==> src/rtl/spi_dual_pkg.sv <==
package spi_dual_pkg;
    localparam int ADDR_W = 7;
    localparam int DATA_W = 8;

    typedef logic [ADDR_W-1:0] addr_t;

    localparam addr_t SYS_BASE  = 7'h0C;
    localparam addr_t FREQ_BASE = 7'h18;
    localparam addr_t RATE_BASE = 7'h20;
    localparam addr_t BASE_BASE = 7'h38;
    localparam addr_t TX_BASE   = 7'h55;
    localparam addr_t CTL1_BASE = 7'h60;
    localparam addr_t CTL2_BASE = 7'h6B;
    localparam addr_t MAP_LAST  = 7'h71;

    typedef enum logic [3:0] {
        BK_CORE = 4'd0,
        BK_SYS  = 4'd1,
        BK_FREQ = 4'd2,
        BK_RATE = 4'd3,
        BK_BASE = 4'd4,
        BK_TX   = 4'd5,
        BK_CTL1 = 4'd6,
        BK_CTL2 = 4'd7,
        BK_NONE = 4'd8
    } bank_e;

    typedef enum logic [3:0] {
        S_IDLE,
        S_CMD,
        S_RD_FETCH,
        S_RD_DATA,
        S_WR_DATA,
        S_DONE,
        S_FIFO_WR,
        S_FIFO_RD,
        S_CONFLICT
    } state_e;
endpackage

==> src/rtl/spi_in_sync.sv <==
module spi_in_sync #(
    parameter int WIDTH = 5,
    parameter int STAGES = 2,
    parameter logic [WIDTH-1:0] RST_VAL = '0
) (
    input  logic             clk,
    input  logic             rst_n,
    input  logic [WIDTH-1:0] din,
    output logic [WIDTH-1:0] dout
);
    for (genvar g = 0; g < STAGES; g++) begin : stg
        logic [WIDTH-1:0] q;
        if (g == 0) begin : first
            always_ff @(posedge clk or negedge rst_n) begin
                if (!rst_n) q <= RST_VAL;
                else        q <= din;
            end
        end else begin : later
            always_ff @(posedge clk or negedge rst_n) begin
                if (!rst_n) q <= RST_VAL;
                else        q <= stg[g-1].q;
            end
        end
    end
    assign dout = stg[STAGES-1].q;
endmodule

==> src/rtl/spi_bank_decode.sv <==
module spi_bank_decode
    import spi_dual_pkg::*;
(
    input  addr_t addr,
    output bank_e bank
);
    always_comb begin
        if (addr > MAP_LAST)        bank = BK_NONE;
        else if (addr >= CTL2_BASE) bank = BK_CTL2;
        else if (addr >= CTL1_BASE) bank = BK_CTL1;
        else if (addr >= TX_BASE)   bank = BK_TX;
        else if (addr >= BASE_BASE) bank = BK_BASE;
        else if (addr >= RATE_BASE) bank = BK_RATE;
        else if (addr >= FREQ_BASE) bank = BK_FREQ;
        else if (addr >= SYS_BASE)  bank = BK_SYS;
        else                        bank = BK_CORE;
    end
endmodule

==> src/rtl/spi_dual_slave.sv <==
module spi_dual_slave
    import spi_dual_pkg::*;
#(
    parameter int SYNC_STAGES = 2
) (
    input  logic              clk,
    input  logic              rst_n,
    input  logic              sclk,
    input  logic              reg_cs_n,
    input  logic              fifo_cs_n,
    input  logic              sdio_in,
    output logic              sdio_out,
    output logic              sdio_oe,
    input  logic              asleep,
    input  logic              fifo_dir_rd,
    output logic [ADDR_W-1:0] reg_addr,
    output logic [DATA_W-1:0] reg_wdata,
    output logic              reg_wr_en,
    output logic              reg_rd_en,
    input  logic [DATA_W-1:0] reg_rdata,
    output logic [3:0]        reg_bank,
    output logic              fifo_push,
    output logic [DATA_W-1:0] fifo_wdata,
    output logic              fifo_pop,
    input  logic [DATA_W-1:0] fifo_rdata,
    output logic              cs_conflict
);
    localparam int CNT_W = $clog2(DATA_W);
    localparam logic [CNT_W-1:0] LAST_BIT = CNT_W'(DATA_W - 1);
    localparam int NSYNC = 5;

    // synchronised pins: {asleep, data, fifo select, register select, clock}
    logic [NSYNC-1:0] raw_in, syn_in;
    assign raw_in = {asleep, sdio_in, fifo_cs_n, reg_cs_n, sclk};

    spi_in_sync #(
        .WIDTH(NSYNC), .STAGES(SYNC_STAGES), .RST_VAL(5'b00110)
    ) u_sync (
        .clk(clk), .rst_n(rst_n), .din(raw_in), .dout(syn_in)
    );

    logic sclk_s, rcs_s, fcs_s, sdi_s, sleep_s, sclk_q;
    assign sclk_s  = syn_in[0];
    assign rcs_s   = syn_in[1];
    assign fcs_s   = syn_in[2];
    assign sdi_s   = syn_in[3];
    assign sleep_s = syn_in[4];

    always_ff @(posedge clk or negedge rst_n) begin
        if (!rst_n) sclk_q <= 1'b0;
        else        sclk_q <= sclk_s;
    end

    logic rise, fall, both_low, both_high;
    assign rise      = sclk_s & ~sclk_q;
    assign fall      = ~sclk_s & sclk_q;
    assign both_low  = ~rcs_s & ~fcs_s;
    assign both_high = rcs_s & fcs_s;

    state_e                state, state_nx;
    logic [CNT_W-1:0]      cnt;
    logic [DATA_W-1:0]     in_sh, out_sh, byte_w;
    logic                  launched, allow_q;
    bank_e                 bank_w, bank_q;
    logic                  allow_w;

    assign byte_w  = {in_sh[DATA_W-2:0], sdi_s};

    spi_bank_decode u_dec (
        .addr(byte_w[ADDR_W-1:0]),
        .bank(bank_w)
    );

    assign allow_w  = (bank_w != BK_NONE) && !((bank_w == BK_CTL2) && sleep_s);
    assign reg_bank = bank_q;
    assign sdio_oe  = ((state == S_RD_DATA) && launched) || (state == S_FIFO_RD);
    assign sdio_out = sdio_oe & out_sh[DATA_W-1];

    // next-state logic
    always_comb begin
        state_nx = state;
        if (both_low) begin
            state_nx = S_CONFLICT;
        end else if (both_high && state != S_IDLE) begin
            state_nx = S_IDLE;
        end else begin
            unique case (state)
                S_IDLE: begin
                    if (!rcs_s)      state_nx = S_CMD;
                    else if (!fcs_s) state_nx = fifo_dir_rd ? S_FIFO_RD : S_FIFO_WR;
                end
                S_CMD: begin
                    if (rise && cnt == LAST_BIT)
                        state_nx = byte_w[DATA_W-1] ? S_RD_FETCH : S_WR_DATA;
                end
                S_RD_FETCH: state_nx = S_RD_DATA;
                S_WR_DATA: begin
                    if (rise && cnt == LAST_BIT) state_nx = S_DONE;
                end
                S_RD_DATA, S_DONE, S_FIFO_WR, S_FIFO_RD, S_CONFLICT: state_nx = state;
                default: state_nx = S_IDLE;
            endcase
        end
    end

    // state register
    always_ff @(posedge clk or negedge rst_n) begin
        if (!rst_n) state <= S_IDLE;
        else        state <= state_nx;
    end

    // outputs and datapath
    always_ff @(posedge clk or negedge rst_n) begin
        if (!rst_n) begin
            cnt         <= '0;
            in_sh       <= '0;
            out_sh      <= '0;
            launched    <= 1'b0;
            allow_q     <= 1'b0;
            bank_q      <= BK_CORE;
            reg_addr    <= '0;
            reg_wdata   <= '0;
            reg_wr_en   <= 1'b0;
            reg_rd_en   <= 1'b0;
            fifo_push   <= 1'b0;
            fifo_wdata  <= '0;
            fifo_pop    <= 1'b0;
            cs_conflict <= 1'b0;
        end else begin
            reg_wr_en <= 1'b0;
            reg_rd_en <= 1'b0;
            fifo_push <= 1'b0;
            fifo_pop  <= 1'b0;
            if (both_low) cs_conflict <= 1'b1;
            if (!both_low) begin
                case (state)
                    S_IDLE: begin
                        cnt      <= '0;
                        in_sh    <= '0;
                        launched <= 1'b0;
                        if (rcs_s && !fcs_s && fifo_dir_rd) out_sh <= fifo_rdata;
                    end
                    S_CMD: begin
                        if (rise) begin
                            in_sh <= byte_w;
                            cnt   <= cnt + 1'b1;
                            if (cnt == LAST_BIT) begin
                                reg_addr  <= byte_w[ADDR_W-1:0];
                                bank_q    <= bank_w;
                                allow_q   <= allow_w;
                                reg_rd_en <= byte_w[DATA_W-1] & allow_w;
                                cnt       <= '0;
                            end
                        end
                    end
                    S_RD_FETCH: begin
                        out_sh   <= allow_q ? reg_rdata : '0;
                        launched <= 1'b0;
                    end
                    S_RD_DATA: begin
                        if (fall) begin
                            if (!launched) launched <= 1'b1;
                            else           out_sh   <= {out_sh[DATA_W-2:0], 1'b0};
                        end
                    end
                    S_WR_DATA: begin
                        if (rise) begin
                            in_sh <= byte_w;
                            cnt   <= cnt + 1'b1;
                            if (cnt == LAST_BIT) begin
                                reg_wdata <= byte_w;
                                reg_wr_en <= allow_q;
                            end
                        end
                    end
                    S_FIFO_WR: begin
                        if (rise) begin
                            in_sh <= byte_w;
                            cnt   <= cnt + 1'b1;
                            if (cnt == LAST_BIT) begin
                                fifo_wdata <= byte_w;
                                fifo_push  <= 1'b1;
                            end
                        end
                    end
                    S_FIFO_RD: begin
                        if (rise) begin
                            cnt <= cnt + 1'b1;
                            if (cnt == LAST_BIT) fifo_pop <= 1'b1;
                        end else if (fall) begin
                            if (cnt == '0) out_sh <= fifo_rdata;
                            else           out_sh <= {out_sh[DATA_W-2:0], 1'b0};
                        end
                    end
                    default: ;
                endcase
            end
        end
    end

    // ---------------- assertions ----------------
    assert_strobe_onehot_R1: assert property (@(posedge clk) disable iff (!rst_n)
        $onehot0({reg_wr_en, reg_rd_en, fifo_push, fifo_pop}));

    assert_read_before_drive_R2: assert property (@(posedge clk) disable iff (!rst_n)
        reg_rd_en |=> !sdio_oe);

    assert_drive_window_R3: assert property (@(posedge clk) disable iff (!rst_n)
        sdio_oe |-> (!$past(both_high) && !reg_wr_en && !fifo_push));

    assert_range_gate_R5: assert property (@(posedge clk) disable iff (!rst_n)
        (reg_wr_en || reg_rd_en) |-> (reg_bank != 4'(BK_NONE)));

    assert_sleep_gate_R6: assert property (@(posedge clk) disable iff (!rst_n)
        ((reg_wr_en || reg_rd_en) && reg_bank == 4'(BK_CTL2)) |-> !sleep_s);

    assert_push_on_edge_R7: assert property (@(posedge clk) disable iff (!rst_n)
        fifo_push |-> $past(rise));

    assert_pop_while_driving_R8: assert property (@(posedge clk) disable iff (!rst_n)
        fifo_pop |-> sdio_oe);

    assert_conflict_quiet_R9: assert property (@(posedge clk) disable iff (!rst_n)
        both_low |=> !(reg_wr_en || reg_rd_en || fifo_push || fifo_pop));

    assert_conflict_flag_R9: assert property (@(posedge clk) disable iff (!rst_n)
        both_low |=> cs_conflict);
endmodule

==> config.mk <==
export PLATFORM = sky130hd
export DESIGN_NAME = spi_dual_slave
export DESIGN_NICKNAME = d
export VERILOG_FILES = /design/src/rtl/spi_dual_pkg.sv /design/src/rtl/spi_in_sync.sv /design/src/rtl/spi_bank_decode.sv /design/src/rtl/spi_dual_slave.sv
export SDC_FILE = /design/constraint.sdc
export NUM_CORES = 1
export LEC_CHECK = 0
export ABC_AREA = 1
export BUFFER_PORTS_ARGS = -buffer_cell sky130_fd_sc_hd__buf_2
export CAP_MARGIN = 20
export CORE_MARGIN = 1
export CORE_UTILIZATION = 60
export CTS_CLUSTER_SIZE = 30
export DETAILED_ROUTE_END_ITERATION = 12
export PLACE_DENSITY = 0.85
export SLEW_MARGIN = 20
export SYNTH_ARGS = -nofsm -noshare
export SYNTH_HDL_FRONTEND = slang
export SYNTH_HIERARCHICAL = 1
export SYNTH_SLANG_ARGS = --single-unit
==> constraint.sdc <==
create_clock -name clk -period 3.7 [get_ports clk]
set_input_delay 0.74 -clock clk [delete_from_list [all_inputs] [get_ports clk]]
set_output_delay 0.74 -clock clk [all_outputs]
set_load 0.1 [all_outputs]
After elaboration in Yosys (flattened, before gate mapping)
Index checks and enable logic that the tools add are counted.
{"block": "classes", "n_bitwise": 11, "n_eq_ne": 23, "reduce_logical": 29, "n_addsub": 1, "n_mux": 47, "magnitude_cmp": 8}
{"operator": "$mux 8", "n": 7}
{"operator": "$mux 4", "n": 13}
{"operator": "$pmux 8 s4", "n": 1}
{"operator": "$ge 7x7->1 const B", "n": 3}
{"operator": "$eq 4x3->1 const B", "n": 5}
{"operator": "$pmux 4 s5", "n": 1}
{"operator": "$reduce_and 4->1", "n": 5}
{"operator": "$mux 1", "n": 17}
{"operator": "$ge 7x6->1 const B", "n": 2}
{"operator": "$pmux 7 s2", "n": 1}
{"operator": "$mux 3", "n": 4}
{"operator": "$ne 2x2->1 const B", "n": 6}
{"operator": "$ne 4x4->1 const B", "n": 3}
{"operator": "$pmux 3 s3", "n": 1}
{"operator": "$eq 4x2->1 const B", "n": 2}
{"operator": "$reduce_bool 4->1", "n": 2}
{"operator": "$ge 7x4->1 const B", "n": 1}
{"operator": "$ge 7x5->1 const B", "n": 1}
{"operator": "$gt 7x7->1 const B", "n": 1}
{"operator": "$logic_and 1x1->1", "n": 7}
{"operator": "$mux 7", "n": 1}
{"operator": "$reduce_and 7->1", "n": 1}
{"operator": "$and 1x1->1", "n": 6}
{"operator": "$reduce_and 3->1", "n": 2}
{"operator": "18 further kinds", "n": 26}
{"block": "word_totals", "word_cells": 137, "input_bits": 24, "out_inout_bits": 34, "register_bits": 67}

Depth between registers and ports, before layout
Gate-level depths: netlist of the first run.
{"block": "logic_depth", "word_depth": 18, "depth_mapped": 11, "mapped_depth_nobuf": 11}

Hierarchy
Netlist of the first run, hierarchy kept.
{"module": "spi_dual_slave", "area_per_inst_um2": 2880.3, "n_inst": 1, "seq_area_each_um2": 1426.4, "cells_per_inst": 382}
{"module": "spi_in_sync", "area_per_inst_um2": 255.2, "n_inst": 1, "seq_area_each_um2": 255.2, "cells_per_inst": 10}
{"module": "spi_bank_decode", "area_per_inst_um2": 162.7, "n_inst": 1, "seq_area_each_um2": 0.0, "cells_per_inst": 37}

Worst setup path before layout of the first run
No wires, ideal clock.
{"block": "synth_path", "path_type": "register to output", "start": "register state[0]", "end": "output sdio_out", "n_path_buf": 1, "t_arrival_ns": 3.105, "required_ns": 2.960, "path_stages_with_launch": 6, "setup_slack_ns": -0.145, "cell_sequence": "dfrtp_1 > buf_6 > nand2_1 > nor2_1 > clkinv_1 > nor3b_1"}
{"block": "synth_via", "elab_chain_cells": 4, "elab_cells_between_ends": 5, "classes_between": "eq/ne: 2; bitwise: 1; reduce/logical: 2"}
{"element": "start, declared", "line": "spi_dual_slave.sv:60", "text": "state_e state, state_nx;"}
{"element": "start signal, assigned", "line": "spi_dual_slave.sv:109", "text": "else state <= state_nx;"}
{"element": "$eq 4x2->1", "line": "spi_dual_slave.sv:76", "text": "assign sdio_oe = ((state == S_RD_DATA) && launched) || (state == S_FIFO_RD);"}
{"element": "$logic_and 1x1->1", "line": "spi_dual_slave.sv:76"}
{"element": "$logic_or 1x1->1 *", "line": "spi_dual_slave.sv:76"}
{"element": "$and 1x1->1 *", "line": "spi_dual_slave.sv:77", "text": "assign sdio_out = sdio_oe & out_sh[DATA_W-1];"}
{"element": "end, declared", "line": "spi_dual_slave.sv:12", "text": "output logic sdio_out,"}
Mark *: on every way between the ends. The rest lies on a longest branch, timed or not.

Final worst setup path of the first run
Ends and elaborated chain as after synthesis.

==> metrics.txt, run 1 <==
Clock Tree Buf Depth=2; hold path depth=0; relative slew slack=36.6%; clk sinks=between 60 and 70; Die W=76.1 µm; Sequential Power Share=a little over two fifths; Seq/Total Area, Yosys=just over 50%; DRT iter0 DRCs=~290; CP Depth=5; synthesized instance count=around 430; Net Sw Frac=between 30% and 40%; synthesized cell area=around 0.0033 mm²; crit path kind=flip-flop to primary output; top-count cell post-synth=nand2_1; Initial Util=roughly 63%; Ys Warns=6; CP arrival=between 2 and 2.5 ns; Total GRT Usage=28.9%; Worst path top cell family by delay=buffers and inverters; antenna violations before repair=0; post-synth net total=around 460; CTS Hold Bufs=0; port bufs=57; CP required=2.96 ns; total number of vias=about 3,100; Routed wire per std cell=13.7 µm; beginning of the worst hold path=u_sync/stg[0].q[4]; number of remaining DRC errors=0; Core ar.=roughly 0.0052 mm²; Critical Path Source Type=flip-flop; Root Driver=clkbuf_8; unrepaired setup endpoints after global routing=false; Overall Power=just over 2 mW; Comb power frac=a little over a quarter; crit-path cells=nand2_1 > nor2_1 > clkinv_1 > nor3b_2 > buf_2; max cap viols=0; met1 WL=3.27 mm; Die ar.=0.00580 mm²; Leak=2.07 nW; layout cell share with drive strength beyond 1=between 10% and 20%; DP HPWL=roughly 5.3 mm; Top Layer Used=met4; GPL Wtd Cong=roughly 0.90; Main synth FF type=dfrtp_1; Worst Max-Slew Pin Slew=around 0.95 ns; clk_lat worst skew=approximately 0.36 ns; largest net degree at the start of global routing=between 40 and 50; Post-synth EDFFs=0; row cnt=26; Ports=58; Bufs and invs on worst path=2; Async SR Flop Fraction=100%; Die Height=76.1 µm; slowest stage cell, crit path=dfrtp_1; Fin. Hold Viols=0; reg2reg start=state[2]; crit path launch=state[0]; Layout area overhead=16.2%; CTS buffer count=9; Post-CTS Setup Bufs=0; #FFs+latches synth=67; diode count=0; Power Dens Cells=529 mW/mm²; Final Skew=about 0.018 ns; dominant cells by area after synthesis=dfrtp_1, nand2_1, o21ai_0; drt first pass iters=6; final wirelength=a little under 8 mm; worst-case reg-to-reg path depth=6; hold slack=approximately 0.36 ns; Pint=1.23 mW; H-tree levels=3; final critical-path share of the clock period=77.2%; dominant cell type by area after synthesis=dfrtp_1; Worst Hold Class=flip-flop to flip-flop; post-synth top area share=47.8%; Clk pwr share=a little under a third; Slew Viols, Final=0; DR vias/cell=roughly 5.5; worst vdd ir=0.314 mV; worst-path fanout max=10; Routed met2 length=around 3.8 mm; clk slew on worst S/H paths=0.08 ns; synthesized area per cell=7.69 µm²; Critical Path Max Stage Delay=between 0.5 and 0.6 ns; maximum clock rate=between 300 and 400 MHz; Setup Total Neg Slack=0 ns; final setup violation count=0; Routed Antenna Nets=0; min Tclk post-route=approximately 2.9 ns; post-cts resize count=0; Synth top cells by count=nand2_1, dfrtp_1, inv_1, o21ai_0, nor2_1; vias in the first global route=roughly 3,000; total gr overflow=0; switching power=0.797 mW; WL met3=586 µm; fin nets=about 520; Unique masters post-synth=30; TritonCTS clock tree=built; Critical Path End Type=primary output; status=finished, final reports clean; first-pass GRT wire length=between 10 and 15 mm
cells in the final DEF (no fill, tap or decap), types with 5 or more instances in the layout:
master and instances:
buf_2 57, nand2_1 166, nand4_1 17, inv_1 41, nand3_1 30, o21ai_0 32, dfrtp_1 63, nor2_1 31
clkbuf_8 9, inv_8 5
stage by stage:
stage | area [µm²] | setup WS (ns) | util (%) | cells
6_report | 3830 | 0.844 | 73.6 | 564
5_1_grt | 3830 | 0.687 | 73.6 | 564
4_1_cts | 3830 | 0.825 | 73.6 | 564
3_5_place_dp | 3630 | 1.22 | 69.8 | 548
3_3_place_gp | 3630 | 1.28 | 69.8 | 548
2_1_floorplan | 3300 | 0.790 | - | 429
state kept, by name, indices dropped and copies added, names as in the netlist, 3 cells and up:
register,flops
fifo_wdata,8
out_sh,8
reg_wdata,8
in_sh,7
reg_addr,7
u_sync/dout,5
u_sync/stg.q,5
reg_bank,4
state,4
cnt,3
worst register-to-register path, stage by stage (launching register included):
cell and delay, ns:
dfrtp_1 0.47, nor2_1 0.77, nand2_2 0.29, nor2_2 0.25
inv_1 0.27, nand2_1 0.12, o21ai_0 0.09
cell type report:
type,count,area [µm²]
Multi-Input combinational cell,308,1400
Timing Repair Buffer,58,293
Clock buffer,9,124
Sequential cell,67,1680
Fill cell,423,1370
Inverter,45,169
Tap cell,70,87.6
Clock inverter,7,73.8
routing by layer:
metal,vias up,track usage [%]
met5,-,0
met1,1447,35.8
met2,158,49.4
li1,1490,-
met3,20,6.83
met4,0,11.0
power by group through the flow:
stage | registers [mW] | logic, mW | clock network [mW]
finish | 0.878 | 0.526 | 0.622
global route | 0.889 | 0.593 | 0.659
CTS | 0.875 | 0.515 | 0.628
detailed placement | 0.889 | 0.511 | 0
global placement | 0.887 | 0.500 | 0
floorplan | 0.867 | 0.399 | 0
kinds of logic (layout without fill, tap and decap cells):
| logic type | Yosys count | count (layout) | share of synthesized area (%) |
|---|---|---|---|
| flops | 67 | 67 | 51.0 |
| buf+inv | 54 | 119 | 6.60 |
| compound gates | 44 | 44 | 7.17 |
| fa+ha+maj | 3 | 3 | 1.14 |
| simple gates | 261 | 261 | 34.1 |
worst paths after layout:
path | end | slack [ns]
hold / removal | u_sync/dout[4] | 0.36
hold reg to reg | u_sync/dout[4] | 0.36
setup reg to reg | reg_bank[3] | 1.31
min in group asynchronous | cnt[0] | 0.39
max in group asynchronous | u_sync/dout[2] | 2.36
setup / recovery | sdio_out | 0.84
(Power assumes the default switching activity.)
==> inputs of run 2 (changes only) <==
CORE_UTILIZATION = 50   (was 60)
PLACE_DENSITY = 0.75   (was 0.85)
clock period = 2.3 ns   (was 3.7 ns; I/O delays follow)
==> metrics.txt, run 2 (synthesized netlist as in run 1, its figures left out) <==
Die ar.=just under 0.007 mm²; antenna violations before repair=0; relative slew slack=roughly three fifths; largest net degree at the start of global routing=68; Worst Hold Class=input port to async pin; Core ar.=approximately 0.0063 mm²; most frequent cells in the layout=nand2_1, dfrtp_1, buf_2; Layout area overhead=19.6%; Design Area, Final=0.00395 mm²; leading registers by flop count=fifo_wdata: 8 flops, out_sh: 8 flops, reg_wdata: 8 flops; Post-CTS Setup Bufs=0; Ports=58; layout cell share with drive strength beyond 1=about a fifth; FF+latch area=approximately 0.0017 mm²; Critical Path End Type=primary output; row cnt=29; Root Driver=clkbuf_8; WL met3=roughly 450 µm; first-pass GRT wire length=~13 mm; Power Dens Cells=roughly 870 mW/mm²; unrepaired setup endpoints after global routing=false; CP arrival=1.68 ns; Routed Antenna Nets=0; drt first pass iters=5; met1 WL=about 3.5 mm; clk sinks=67; Critical Path Source Type=flip-flop; Clock Tree Buf Depth=2; final setup violation count=0; Total GRT Usage=24.1%; crit path kind=flip-flop to primary output; r2r setup slk=about 0.47 ns; clk slew on worst S/H paths=0.08 ns; Routed met2 length=3.49 mm; Slew Viols, Final=0; commonest non-fill, non-tap cell in the layout=nand2_1; port bufs=57; post-layout util=slightly above 60%; worst-path fanout max=7; total gr overflow=0; Worst Max-Slew Pin Slew=between 0.6 and 0.7 ns; DR vias/cell=approximately 5.2; Routed wire per std cell=between 10 and 15 µm; min Tclk post-route=2.14 ns; H-tree levels=3; Fin. Hold Viols=0; worst vdd ir=between 0.5 and 0.6 mV; max cap viols=0; CP required=1.84 ns; TritonCTS clock tree=built; vias in the first global route=around 2,900; Top Layer Used=met4; clk_lat worst skew=roughly 0.34 ns; area post-placement=0.00371 mm²; Die Height=between 80 and 90 µm; GPL Wtd Cong=around 0.90; Fill cells=between 500 and 600; final wirelength=7.59 mm; Initial Util=about 52%; maximum clock rate=468 MHz; Multi-input gate area=around 0.0014 mm²; Leak=approximately 2.1 nW; total number of vias=about 3,000; fin nets=a little over 500; CTS buffer count=9; Die W=between 80 and 90 µm; status=finished, final reports clean; DRT iter0 DRCs=approximately 240; Final Skew=roughly 0.0064 ns; diode count=0; DP HPWL=roughly 5.3 mm; number of remaining DRC errors=0; final critical-path share of the clock period=between 90% and 100%
[run 2: worst max-delay path, cell delays in order, from the launching register on]
cell and delay (ns):
dfrtp_1 0.45, nand2_1 0.14, nor2_1 0.15, clkinv_1 0.14, nor3b_2 0.25, buf_12 0.21
[run 2: final cells by class]
type	count	share of cell area [%]
Clock buffer	10	3.49
Inverter	45	4.28
Sequential cell	67	42.7
Clock inverter	6	2.41
Tap cell	77	2.44
Multi-Input combinational cell	308	35.6
Timing Repair Buffer	61	9.07
[run 2: repair_timing]
item                       in CTS  in global routing
setup endpoints to repair       0                  1
hold buffers                    0                  0
resized for setup               0                  1
[run 2: power by group]
group	internal, mW	leakage, nW	switching [mW]
Sequential	1.30	0.885	0.120
Clock	0.653	0.118	0.481
Combinational	0.265	1.10	0.603
[run 2: final timing paths]
| check | depth (start not counted) | endpoint | start |
|---|---|---|---|
| max | 5 | sdio_out | state[1] |
| min | 2 | reg_wdata[3] | rst_n |
| max reg2reg | 8 | out_sh[0] | cnt[0] |
| min reg2reg | 0 | u_sync/dout[3] | u_sync/stg[0].q[3] |
| max in group asynchronous | 2 | u_sync/stg[0].q[1] | rst_n |
| min in group clk | 1 | u_sync/stg[0].q[1] | reg_cs_n |
[run 2: per-stage QoR]
stage               setup slack [ns]  power [mW]  hold slack (ns)  setup TNS (ns)  instances
floorplan                     -0.294        2.04            0.164          -0.294        429
global placement               0.499        2.27            0.335               0        558
detailed placement             0.451        2.29            0.335               0        558
CTS                           0.0649        3.42            0.131               0        574
global route                  0.0379        3.62            0.134               0        574
finish                         0.163        3.42            0.113               0        574
[run 2: routing by layer]
layer | up-vias | track usage (%)
met4 | 0 | 9.09
met1 | 1389 | 33.3
met2 | 105 | 37.3
met3 | 10 | 5.37
met5 | - | 0
li1 | 1497 | -
